[src/rtl/reg64_bridge_pkg.sv]
package reg64_bridge_pkg;
  localparam int HOST_W = 32;
  localparam int WIDE_W = 64;

  localparam logic [7:0] OFS_HI     = 8'h00;
  localparam logic [7:0] OFS_LO     = 8'h04;
  localparam logic [7:0] OFS_CMD    = 8'h08;
  localparam logic [7:0] OFS_CLEAR  = 8'h18;
  localparam logic [7:0] OFS_STATUS = 8'h1C;
  localparam logic [7:0] OFS_IRQ    = 8'h20;

  typedef enum logic [1:0] {
    SQ_IDLE = 2'd0,
    SQ_REQ  = 2'd1,
    SQ_RSP  = 2'd2
  } seq_state_e;
endpackage

[src/rtl/reg64_errflag.sv]
module reg64_errflag (
  input  logic clk,
  input  logic rst,
  input  logic set_i,
  input  logic clr_i,
  output logic err_o
);
  // clear has priority over a simultaneous set
  always_ff @(posedge clk) begin
    if (rst)        err_o <= 1'b0;
    else if (clr_i) err_o <= 1'b0;
    else if (set_i) err_o <= 1'b1;
  end
endmodule

[src/rtl/reg64_seq.sv]
module reg64_seq
  import reg64_bridge_pkg::*;
#(
  parameter int IADDR_W        = 31,
  parameter int TIMEOUT_CYCLES = 32
) (
  input  logic                clk,
  input  logic                rst,
  input  logic                start_i,
  input  logic                start_write_i,
  input  logic [IADDR_W-1:0]  start_addr_i,
  input  logic [WIDE_W-1:0]   start_wdata_i,
  input  logic                abort_i,
  output logic                busy_o,
  output logic                fail_o,
  output logic                load_o,
  output logic                m_req_valid,
  input  logic                m_req_ready,
  output logic [IADDR_W-1:0]  m_req_addr,
  output logic                m_req_write,
  output logic [WIDE_W-1:0]   m_req_wdata,
  input  logic                m_rsp_valid,
  input  logic                m_rsp_err
);
  localparam int CNT_W = $clog2(TIMEOUT_CYCLES + 1);

  seq_state_e       state_q;
  logic [CNT_W-1:0] cnt_q;
  logic             got_rsp;
  logic             last_cyc;

  assign busy_o      = (state_q != SQ_IDLE);
  assign m_req_valid = (state_q == SQ_REQ);
  assign got_rsp     = (state_q == SQ_RSP) && m_rsp_valid;
  assign last_cyc    = (cnt_q == CNT_W'(TIMEOUT_CYCLES - 1));

  // a response wins over a timeout in the same cycle; an abort suppresses both
  assign fail_o = !abort_i && ((got_rsp && m_rsp_err) || (busy_o && !got_rsp && last_cyc));
  assign load_o = !abort_i && got_rsp && !m_rsp_err && !m_req_write;

  always_ff @(posedge clk) begin
    if (rst) begin
      state_q     <= SQ_IDLE;
      cnt_q       <= '0;
      m_req_addr  <= '0;
      m_req_write <= 1'b0;
      m_req_wdata <= '0;
    end else if (abort_i) begin
      state_q <= SQ_IDLE;
      cnt_q   <= '0;
    end else begin
      unique case (state_q)
        SQ_IDLE: begin
          if (start_i) begin
            state_q     <= SQ_REQ;
            cnt_q       <= '0;
            m_req_addr  <= start_addr_i;
            m_req_write <= start_write_i;
            m_req_wdata <= start_wdata_i;
          end
        end
        default: begin
          if (got_rsp || last_cyc) begin
            state_q <= SQ_IDLE;
            cnt_q   <= '0;
          end else begin
            if (state_q == SQ_REQ && m_req_ready) state_q <= SQ_RSP;
            cnt_q <= cnt_q + 1'b1;
          end
        end
      endcase
    end
  end
endmodule

[src/rtl/reg64_host.sv]
module reg64_host
  import reg64_bridge_pkg::*;
#(
  parameter int HADDR_W = 6,
  parameter int IADDR_W = 31
) (
  input  logic                clk,
  input  logic                rst,
  input  logic                h_valid,
  output logic                h_ready,
  input  logic [HADDR_W-1:0]  h_addr,
  input  logic                h_write,
  input  logic [HOST_W-1:0]   h_wdata,
  output logic                h_rvalid,
  output logic [HOST_W-1:0]   h_rdata,
  input  logic                busy_i,
  input  logic                err_i,
  input  logic                load_i,
  input  logic [WIDE_W-1:0]   load_data_i,
  output logic                start_o,
  output logic                start_write_o,
  output logic [IADDR_W-1:0]  start_addr_o,
  output logic [WIDE_W-1:0]   stage_o,
  output logic                clear_o
);
  logic              acc;
  logic              hit_hi, hit_lo, hit_cmd, hit_clr, hit_sts;
  logic [HOST_W-1:0] half_hi_q, half_lo_q;
  logic [HOST_W-1:0] rd_mux;

  assign hit_hi  = (h_addr == HADDR_W'(OFS_HI));
  assign hit_lo  = (h_addr == HADDR_W'(OFS_LO));
  assign hit_cmd = (h_addr == HADDR_W'(OFS_CMD));
  assign hit_clr = (h_addr == HADDR_W'(OFS_CLEAR));
  assign hit_sts = (h_addr == HADDR_W'(OFS_STATUS));

  assign h_ready = !busy_i || hit_clr;
  assign acc     = h_valid && h_ready;

  assign start_o       = acc && h_write && hit_cmd;
  assign start_write_o = h_wdata[HOST_W-1];
  assign start_addr_o  = h_wdata[IADDR_W-1:0];
  assign clear_o       = acc && h_write && hit_clr;
  assign stage_o       = {half_hi_q, half_lo_q};

  // interrupt slot and unmapped offsets fall through to zero
  always_comb begin
    rd_mux = '0;
    if (hit_hi)       rd_mux = half_hi_q;
    else if (hit_lo)  rd_mux = half_lo_q;
    else if (hit_sts) rd_mux = {err_i, {(HOST_W-1){1'b0}}};
  end

  always_ff @(posedge clk) begin
    if (rst) begin
      half_hi_q <= '0;
      half_lo_q <= '0;
      h_rvalid  <= 1'b0;
      h_rdata   <= '0;
    end else begin
      if (load_i) begin
        half_hi_q <= load_data_i[WIDE_W-1:HOST_W];
        half_lo_q <= load_data_i[HOST_W-1:0];
      end else if (acc && h_write) begin
        if (hit_hi) half_hi_q <= h_wdata;
        if (hit_lo) half_lo_q <= h_wdata;
      end
      h_rvalid <= acc && !h_write;
      if (acc && !h_write) h_rdata <= rd_mux;
    end
  end
endmodule

[src/rtl/reg64_bridge.sv]
module reg64_bridge
  import reg64_bridge_pkg::*;
#(
  parameter int HADDR_W        = 6,
  parameter int IADDR_W        = 31,
  parameter int TIMEOUT_CYCLES = 32
) (
  input  logic               clk,
  input  logic               rst,
  input  logic               h_valid,
  output logic               h_ready,
  input  logic [HADDR_W-1:0] h_addr,
  input  logic               h_write,
  input  logic [31:0]        h_wdata,
  output logic               h_rvalid,
  output logic [31:0]        h_rdata,
  output logic               m_req_valid,
  input  logic               m_req_ready,
  output logic [IADDR_W-1:0] m_req_addr,
  output logic               m_req_write,
  output logic [63:0]        m_req_wdata,
  input  logic               m_rsp_valid,
  input  logic [63:0]        m_rsp_rdata,
  input  logic               m_rsp_err
);
  logic               seq_busy;
  logic               seq_fail;
  logic               seq_load;
  logic               err_flag;
  logic               cmd_start;
  logic               cmd_write;
  logic [IADDR_W-1:0] cmd_addr;
  logic [WIDE_W-1:0]  stage;
  logic               clear;

  reg64_host #(.HADDR_W(HADDR_W), .IADDR_W(IADDR_W)) u_host (
    .clk(clk), .rst(rst),
    .h_valid(h_valid), .h_ready(h_ready), .h_addr(h_addr), .h_write(h_write),
    .h_wdata(h_wdata), .h_rvalid(h_rvalid), .h_rdata(h_rdata),
    .busy_i(seq_busy), .err_i(err_flag), .load_i(seq_load), .load_data_i(m_rsp_rdata),
    .start_o(cmd_start), .start_write_o(cmd_write), .start_addr_o(cmd_addr),
    .stage_o(stage), .clear_o(clear)
  );

  reg64_seq #(.IADDR_W(IADDR_W), .TIMEOUT_CYCLES(TIMEOUT_CYCLES)) u_seq (
    .clk(clk), .rst(rst),
    .start_i(cmd_start), .start_write_i(cmd_write), .start_addr_i(cmd_addr),
    .start_wdata_i(stage), .abort_i(clear),
    .busy_o(seq_busy), .fail_o(seq_fail), .load_o(seq_load),
    .m_req_valid(m_req_valid), .m_req_ready(m_req_ready), .m_req_addr(m_req_addr),
    .m_req_write(m_req_write), .m_req_wdata(m_req_wdata),
    .m_rsp_valid(m_rsp_valid), .m_rsp_err(m_rsp_err)
  );

  reg64_errflag u_err (
    .clk(clk), .rst(rst), .set_i(seq_fail), .clr_i(clear), .err_o(err_flag)
  );
endmodule

[config.mk]
export PLATFORM = sky130hd
export DESIGN_NAME = reg64_bridge
export DESIGN_NICKNAME = d
export VERILOG_FILES = /design/src/rtl/reg64_bridge_pkg.sv /design/src/rtl/reg64_errflag.sv /design/src/rtl/reg64_seq.sv /design/src/rtl/reg64_host.sv /design/src/rtl/reg64_bridge.sv
export SDC_FILE = /design/constraint.sdc
export NUM_CORES = 1
export LEC_CHECK = 0
export ABC_AREA = 1
export CORE_ASPECT_RATIO = 1.5
export CORE_UTILIZATION = 55
export CTS_CLUSTER_SIZE = 8
export DETAILED_ROUTE_END_ITERATION = 16
export DONT_BUFFER_PORTS = 1
export PLACE_DENSITY = 0.73
export SLEW_MARGIN = 5
export SYNTH_ARGS = -nofsm -noshare
export SYNTH_HDL_FRONTEND = slang
export SYNTH_SLANG_ARGS = --single-unit
export TNS_END_PERCENT = 30
[constraint.sdc]
create_clock -name clk -period 1.4 [get_ports clk]
set_input_delay 0.07 -clock clk [delete_from_list [all_inputs] [get_ports clk]]
set_output_delay 0.07 -clock clk [all_outputs]
set_load 0.01 [all_outputs]
After elaboration in Yosys (flattened, before gate mapping)
Index checks and enable logic that the tools add are counted.
- bits in registers: 202
- input bits: 109
- logic and storage cells: 71
- $add $sub $neg: 1
- equality and inequality tests: 8
- multiplexer cells: 16
- bitwise operators: 1
- reduce and logical (&&, ||, !) cells: 35
- operators with widths (kind ; number):
    32-bit 2-to-1 mux ; 9
    6-bit by 5-bit == test with 1-bit output (second input constant) ; 3
    6-bit 2-to-1 mux ; 3
    1-bit logical AND ; 14
    2-bit 2-to-1 mux ; 4
    2-bit nonzero test ; 4
    6-bit by 1-bit adder with 6-bit output (second input constant) ; 1
    6-bit by 3-bit == test with 1-bit output (second input constant) ; 1
    6-bit by 4-bit == test with 1-bit output (second input constant) ; 1
    1-bit zero test ; 6
    6-bit zero test ; 1
    2-bit AND reduction ; 3
    1-bit logical OR ; 3
    3-bit AND reduction ; 1
    3-bit nonzero test ; 1
    2-bit by 1-bit == test with 1-bit output (second input constant) ; 1
    2-bit == test (second input constant) ; 1
    2-bit zero test ; 1
    2-bit inequality test (second input constant) ; 1
    2-bit OR reduction ; 1
    1-bit inverter ; 1

Depth between registers and ports, before layout
Gate-level depths: netlist (run 1).
- word-level depth: 12
- gate-level depth with buffers: 12
- gate-level depth less buffers: 11

By module
A second synthesis (run 1) with hierarchy kept.
- cell total of the unflattened synthesis: 1169
- area total of the unflattened synthesis: 8589.5 um^2
- modules (own cells, without submodules) (module ; instances ; cells each ; area each (um^2) ; sequential area each (um^2)):
    reg64_host ; 1 ; 677 ; 4760.8 ; 1941.9
    reg64_seq ; 1 ; 486 ; 3789.9 ; 2082.0
    reg64_errflag ; 1 ; 6 ; 38.8 ; 20.0

Worst setup path after synthesis (run 1)
No wires, ideal clock.
- path type: register to register
- from: reg u_seq.state_q[1]
- to: reg u_host.h_rdata[14]
- arrival time: 1.353 ns
- data required time: 1.272 ns
- setup slack: -0.080 ns
- stages on the path, launching flop included: 10
- path through: dfxtp_1 -> inv_1 -> nand2_1 -> nand2_2 -> nand3b_1 -> buf_2 -> buf_1 -> a21oi_1 -> a21oi_1 -> nor2_1
- cells in the longest elaborated chain, start to end: 5
- ends and longest elaborated chain (item ; RTL line ; RTL):
    start: declaration ; reg64_seq.sv:27 ; seq_state_e state_q;
    start signal: assignment ; reg64_seq.sv:43 ; state_q <= SQ_IDLE;
    start signal: assignment ; reg64_seq.sv:49 ; state_q <= SQ_IDLE;
    start signal: assignment ; reg64_seq.sv:55 ; state_q <= SQ_REQ;
    2-bit nonzero test ; reg64_seq.sv:32 ; assign busy_o = (state_q != SQ_IDLE);
    1-bit zero test ; reg64_host.sv:37 ; assign h_ready = !busy_i || hit_clr;
    1-bit logical OR ; reg64_host.sv:37 ;
    net h_ready ; reg64_bridge.sv:11 ; output logic h_ready,
    1-bit logical AND ; reg64_host.sv:38 ; assign acc = h_valid && h_ready;
    1-bit logical AND ; reg64_host.sv:69 ; if (acc && !h_write) h_rdata <= rd_mux;
    end signal: assignment ; reg64_host.sv:69 ;
    end: declaration ; reg64_host.sv:15 ; output logic [HOST_W-1:0] h_rdata,
The timed path passes the listed nets, and every way through them passes these cells.
A chain may end at the register's enable or synchronous reset.

Worst setup path after layout (run 1)
- from: reg u_seq.state_q[1]
- to: reg u_seq.m_req_addr[0]
- cells in the longest elaborated chain, start to end: 8
- ends and longest elaborated chain (item ; RTL line ; RTL):
    2-bit nonzero test ; reg64_seq.sv:32 ;
    1-bit zero test ; reg64_host.sv:37 ;
    1-bit logical OR ; reg64_host.sv:37 ;
    1-bit logical AND ; reg64_host.sv:38 ;
    1-bit logical AND ; reg64_host.sv:40, reg64_host.sv:43 ;
    1-bit logical AND ; reg64_host.sv:43 ; assign clear_o = acc && h_write && hit_clr;
    1-bit inverter (no source line) ; -- ;
    3-bit AND reduction (no source line) (*) ; -- ;
    end signal: assignment ; reg64_seq.sv:57 ; m_req_addr <= start_addr_i;
    end: declaration ; reg64_seq.sv:19 ; output logic [IADDR_W-1:0] m_req_addr,
Every way passes the cells marked *; elsewhere a longest branch is shown, timed or not.

==> metrics.txt, run 1 <==
status finished, violations left; failing checks hold timing, setup timing; Critical Path Most Common Cell nand2_4; WP buf/inv 3; DIE AREA 15900 um^2; Placement Setup Slack -0.213 ns; Hold Fails Final Rpt between 50 and 60; pwr dens a little over 1000 nW/um^2; CP endpoint kind flop; largest net degree at the start of global routing between 80 and 90; asr flop ratio synth 0%; Slew Viols, Final 0; max incr delay on CP roughly 0.35 ns; gr usage total between 30% and 40%; final-report setup violation count slightly below 200; sequential fraction of the synthesis area 47.8%; CTS Root Buffer Type clkbuf_16; post-synth cell types 29; ranking of synthesized cells by area dfxtp_1 48%, a21oi_1 11%, nand2_1 8.5%, o21ai_0 8.0%, nand3_1 5.8%; min Tclk post-route 1.70 ns; clock skew ~0.013 ns; routability cong. 0.874; maxcap violations 0; Reg clk slew, reported paths 0.05 ns; Main synth FF type dfxtp_1; DRT Pass-1 Iters 6; Reg-to-Reg End u_seq.m_req_addr[0]; Clock Sinks 202; Post-synth EDFFs 0; total grt overflow 0; row cnt 55; CP Data Arrival Time 2.11 ns; unrepaired setup endpoints after global routing yes; global-route wire length before repair 43.8 mm; Clock Path Buffers 3; TNS Setup -19.92 ns; Worst Path Required 1.82 ns; share of Yosys cell area claimed by the top area cell type between 40% and 50%; Num CTS Buffers 29; synth-to-layout area growth 44.8%; crit-path max FO 86; R2R setup slack -0.30 ns; f_max 589 MHz; Starting Density roughly 56%; Seq cells post-synth 202; HP Class in -> reg; Die Y 154 um; Final WS setup -0.297 ns; drt via density around 6; Max VDD drop 1.14 mV; Antenna Violating Nets Remaining 0; HPWL Detailed 18.1 mm; initial antenna violation count 2; DRC Markers 0; H-tree Lvls 1; Mapped Avg Cell Area 7.18 um^2; WHS Endpoint u_host.h_rdata[6]; mapped cell area 8470 um^2; Core Area between 15000 and 20000 um^2; WP depth 8; worst r2r src u_seq.state_q[1]; count leader, synth dfxtp_1; drt wl/cell ~21 um; CP startpoint kind flop; Nets 1437; number of top-level pins 240; WHS -0.106 ns; Synth Net Count 1290; CP delay by family, top buffers and inverters; Hold Path Stages 2; cell breakdown of the critical path inv_2 > nand2_4 > nand2_4 > buf_6 > nand4_4 > buf_16 > o21ai_0 > a21oi_1; LEAKAGE 4.57 nW; die width 103 um; Synth Instances 1180; IO Port Bufs 0; vias in the first global route 8464; drt first-iter violations 613; DR vias 9158; Worst-Skew Late Latency between 0.5 and 0.6 ns; Rel. slew slack 73.8%; proportion of layout cells with a drive suffix above 1 24.3%; final WL 32.2 mm; share of the clock period used by the worst path 121%; CTS tree built; Worst R2R Path Depth 8; slowest library cell on the worst path dfxtp_2; leading area contributor after synthesis dfxtp_1; worst hold start rst; synth warn 0; CP Class reg -> reg; top cells by instance count after synthesis 202 x dfxtp_1, 191 x a21oi_1, 191 x nand2_1; post-layout util 81.3%; Least-Margin Pin Slew 0.392 ns
[cells in the final DEF, fill, tap and decap left out, types with 17 or more instances in the layout]
cell and instances:
nand2_1 164, buf_4 40, buf_12 19, dlygate4sd3_1 98, nor2_1 107, clkbuf_16 37, dfxtp_1 199, nor2_2 25
nand3_1 59, buf_6 22, nand2_2 24, o21ai_1 61, inv_1 106, o21ai_2 17, a21oi_2 42, nand3_2 37
o21ai_0 58, a21oi_1 143
[sequential cells by signal (all words and copies together) (netlist names)]
signal and count:
u_host.half_lo_q 32, u_host.h_rdata 32, u_seq.m_req_addr 31, u_seq.state_q 2
u_host.half_hi_q 32, u_seq.m_req_write 1, u_seq.cnt_q 6, u_host.h_rvalid 1
u_seq.m_req_wdata 64, u_err.err_o 1
[timing repair]
item / in CTS / in global routing
hold buffers: 96 / 3
setup endpoints to repair: 174 / 201
gates cloned: 7 / 10
pin swaps: 18 / 49
setup buffers: 12 / 5
hold endpoints to repair: 134 / 61
resized for setup: 180 / 133
[metrics by stage]
stage	area [um^2]	total power [mW]	hold WS, ns	instances
floorplan	8500	6.20	0.213	1180
global placement	9070	6.29	0.148	1362
detailed placement	9070	6.29	0.150	1362
CTS	11500	12.5	-0.244	1508
global route	12300	12.9	-0.0932	1528
finish	12300	12.6	-0.106	1528
[power breakdown]
group          leakage [nW]  switching, mW  internal, mW
Clock                 0.366           2.37          3.61
Combinational          2.57          0.475         0.383
Sequential             1.63         0.0292          5.79
Total                  4.57           2.87          9.78
[how the worst max path moves through the flow]
| stage | to | startpoint | slack [ns] |
|---|---|---|---|
| finish | u_seq.m_req_addr[0] | u_seq.state_q[1] | -0.30 |
| global route | u_seq.m_req_addr[0] | u_seq.state_q[1] | -0.34 |
| CTS | u_host.half_hi_q[2] | u_seq.state_q[0] | -0.13 |
| detailed placement | u_seq.m_req_addr[6] | h_addr[1] | -0.21 |
| global placement | u_host.half_hi_q[22] | u_seq.state_q[0] | -0.16 |
| floorplan | u_seq.m_req_wdata[32] | u_seq.state_q[0] | -0.03 |
[routing by layer]
layer	up-vias	global-route usage, %	routed length [um]	share of wire (%)
met4	0	15.9	1730	5.4
li1	4135	-	-	-
met5	-	0	0	0
met2	606	62.3	16300	51
met3	147	7.05	3020	9.4
met1	4270	41.4	11200	35
[area by class of cell]
class / count / area (um^2)
inverter: 117 / 464
fill: 889 / 2810
sequential: 202 / 4050
timing repair buffer: 201 / 2440
antenna: 2 / 5.00
multi-input combinational: 776 / 4310
clock buffer: 29 / 726
clock inverter: 2 / 17.5
tap: 199 / 249
[worst reg2reg max path, delay by kind of cell (launching register included)]
family / cells / cell delay, ns
AO/OA/AOI/OAI: 2 / 0.51
flip-flops: 1 / 0.35
buffers and inverters: 3 / 0.46
AND/OR/NAND/NOR: 3 / 0.28
[kinds of logic after synthesis]
group / count (synthesis) / synth area share (%)
AO/OA/AOI/OAI: 333 / 19.8
flip-flops: 202 / 47.8
adder cells (fa/ha/maj): 1 / 0.148
AND/OR/NAND/NOR: 441 / 22.1
XOR/XNOR: 1 / 0.103
buffers and inverters: 202 / 10.0
Note: power is estimated with default switching activity, not from simulation.
==> run 2: changes to the inputs <==
Settings changed: TNS_END_PERCENT 30 to 10.
==> run 2 against run 1 <==
The run ends with setup timing left. Sequential power is essentially flat. Clock-buffer cell count unchanged. Cell area shrank 2.6%. Worst setup slack improved by 0.11 ns. Maximum frequency rose by 6.7%. Sequential cell count unchanged. Combinational power barely moved. Largest power group unchanged. Highest routed layer unchanged.
==> metrics.txt, run 2 (synthesized netlist as in run 1, its figures left out) <==
WP depth 10 (+2); proportion of layout cells with a drive suffix above 1 23.2% (-1.1 points); largest net degree at the start of global routing 79 (-9.2%); row cnt 55 (unchanged); CP Data Arrival Time 2.00 ns (-0.11 ns); final-report setup violation count 122 (-38%); CTS tree built; DIE AREA 15900 um^2 (unchanged); gr usage total 36.1% (+0.31 points); IO Port Bufs 0 (unchanged); CP endpoint kind flop; vias in the first global route 8774 (+3.7%); post-placement cell area 9240 um^2 (+1.9%); Worst-Skew Late Latency 0.52 ns (about the same); final WL 31.3 mm (-2.8%); cell breakdown of the critical path inv_2 > nand2_4 > nand2_4 > nand4_4 > nand2_8 > buf_6 > nand2_8 > buf_8 > o21ai_2 > nor2_1; Max VDD drop 0.835 mV (-27%); clock skew 0.00925 ns (-0.00349 ns); Tot Pwr 12.7 mW (+0.33%); Core Area 15100 um^2 (unchanged); CP delay by family, top simple AND/OR/NAND/NOR gates; Final WS setup -0.191 ns (+0.106 ns); Filler cells 974 (+9.6%); maxcap violations 0 (unchanged); share of the clock period used by the worst path 114% (-7.6 points); Post-Place Cells 1383 (+1.5%); Post-Layout Cell Count 1528 (unchanged); crit-path max FO 6 (-93%); fin area 11900 um^2 (-2.6%); Worst R2R Path Depth 10 (+2); HP Class in -> reg; slowest library cell on the worst path dfxtp_2; initial antenna violation count 4 (+2); Nets 1435 (-0.14%); max incr delay on CP 0.32 ns (-0.03 ns); commonest non-fill, non-tap cell in the layout dfxtp_1; Least-Margin Pin Slew 0.476 ns (+0.0840 ns); global-route wire length before repair 44.4 mm (+1.4%); routability cong. 0.868 (-0.66%); Clock Sinks 202 (unchanged); DRC Markers 0 (unchanged); failing checks setup timing; post-layout util 79.2% (-2.1 points); status finished, violations left; Hold Fails Final Rpt 0 (-100%); Slew Viols, Final 0 (unchanged); CP startpoint u_seq.state_q[0]; number of top-level pins 240 (unchanged); min Tclk post-route 1.59 ns (-0.106 ns); DR vias 9206 (+0.52%); synth-to-layout area growth 41.0%; Die Y 154 um (unchanged); Most flops, register u_seq.m_req_wdata; HPWL Detailed 18.6 mm (+2.6%); DRT Pass-1 Iters 6 (unchanged); Rel. slew slack 68.3% (-5.6 points); Reg clk slew, reported paths 0.05 ns (about the same); Antenna Violating Nets Remaining 0 (unchanged); H-tree Lvls 1 (unchanged); drt wl/cell 20.5 um (-2.8%); drt via density 6.02 (+0.52%); Reg-to-Reg End u_host.half_lo_q[10]; drt first-iter violations 789 (+29%); worst r2r src u_seq.state_q[0]; R2R setup slack -0.19 ns (+0.11 ns); pwr dens 1060 nW/um^2 (+3.0%); WP buf/inv 3 (unchanged); CP Class reg -> reg; die width 103 um (unchanged); Starting Density 56.2% (unchanged); Largest register FFs 64 (unchanged); CTS Root Buffer Type clkbuf_16; Clock Path Buffers 3 (unchanged); LEAKAGE 4.53 nW (-0.85%); commonest cells after routing, fill and taps aside 200 x dfxtp_1, 162 x a21oi_1, 160 x nand2_1; Num CTS Buffers 29 (unchanged); TNS Setup -9.34 ns (+10.58 ns); crit path to u_host.half_lo_q[10]; unrepaired setup endpoints after global routing yes; CP startpoint kind flop; total grt overflow 0 (unchanged); Worst Path Required 1.81 ns (about the same); f_max 629 MHz (+6.7%)
==> run 2: cell count changes in the layout (fill, tap and decap cells not counted), moves of 10 or more <==
cell / change
a21oi_1: +19
a21oi_2: -13
buf_6: +10
nand3_1: +28
nand3_2: -26
nor2_1: +18
nor2_2: -17
o21ai_0: -31
o21ai_1: -28
o21ai_2: +57
==> run 2: power by group <==
part / total (mW) / internal [mW] / switching [mW]
clock: 6.02 / 3.61 / 2.40
sequential: 5.82 / 5.79 / 0.0307
combinational: 0.856 / 0.386 / 0.470
total: 12.7 / 9.78 / 2.90
==> run 2: repair_timing <==
| action | in CTS | in global routing |
|---|---|---|
| pin swaps | 9 | 21 |
| setup buffers | 0 | 2 |
| cloned | 0 | 3 |
| gates resized for setup | 135 | 188 |
| endpoints found under the setup margin | 184 | 186 |
| hold buffers | 105 | 0 |
| endpoints found under the hold margin | 143 | 0 |
==> run 2: worst min path at each step <==
| stage | cells past startpoint | slack (ns) | end | startpoint |
|---|---|---|---|---|
| floorplan | 2 | 0.21 | u_err.err_o | m_rsp_err |
| global placement | 1 | 0.15 | u_host.half_lo_q[2] | rst |
| detailed placement | 1 | 0.15 | u_host.half_lo_q[2] | rst |
| CTS | 6 | 0.04 | u_host.h_rdata[31] | h_addr[3] |
| global route | 5 | 0.09 | u_host.half_hi_q[25] | h_write |
| finish | 6 | 0.04 | u_host.h_rdata[31] | h_addr[2] |
==> run 2: final cells by class <==
type	count	area [um^2]	share of cell area, %
inverters	117	450	3.77
diodes	4	10.0	0.0838
repair buffers	199	2230	18.7
multi-input cells	776	4210	35.2
well taps	199	249	2.09
flip-flops and latches	202	4050	33.9
clock buffers	29	726	6.08
clock inverters	2	17.5	0.147
==> run 2: metal layers <==
metal | global-route usage, % | part of all wire [%]
met5 | 0 | 0
met4 | 17.1 | 6.1
met3 | 8.50 | 9.0
met2 | 61.7 | 49
met1 | 41.5 | 36
==> run 2: metrics by stage <==
stage | worst slack [ns] | hold WS, ns
floorplan | -0.0513 | 0.213
global placement | -0.131 | 0.147
detailed placement | -0.174 | 0.149
CTS | -0.0689 | 0.0365
global route | -0.244 | 0.0901
finish | -0.191 | 0.0420
==> run 2: tightest hold or removal path: stages <==
cell	delay [ns]
nand2_1	0.06
nor2_1	0.06
a21oi_1	0.11
a21oi_1	0.07
a21oi_1	0.12
nor2_1	0.04
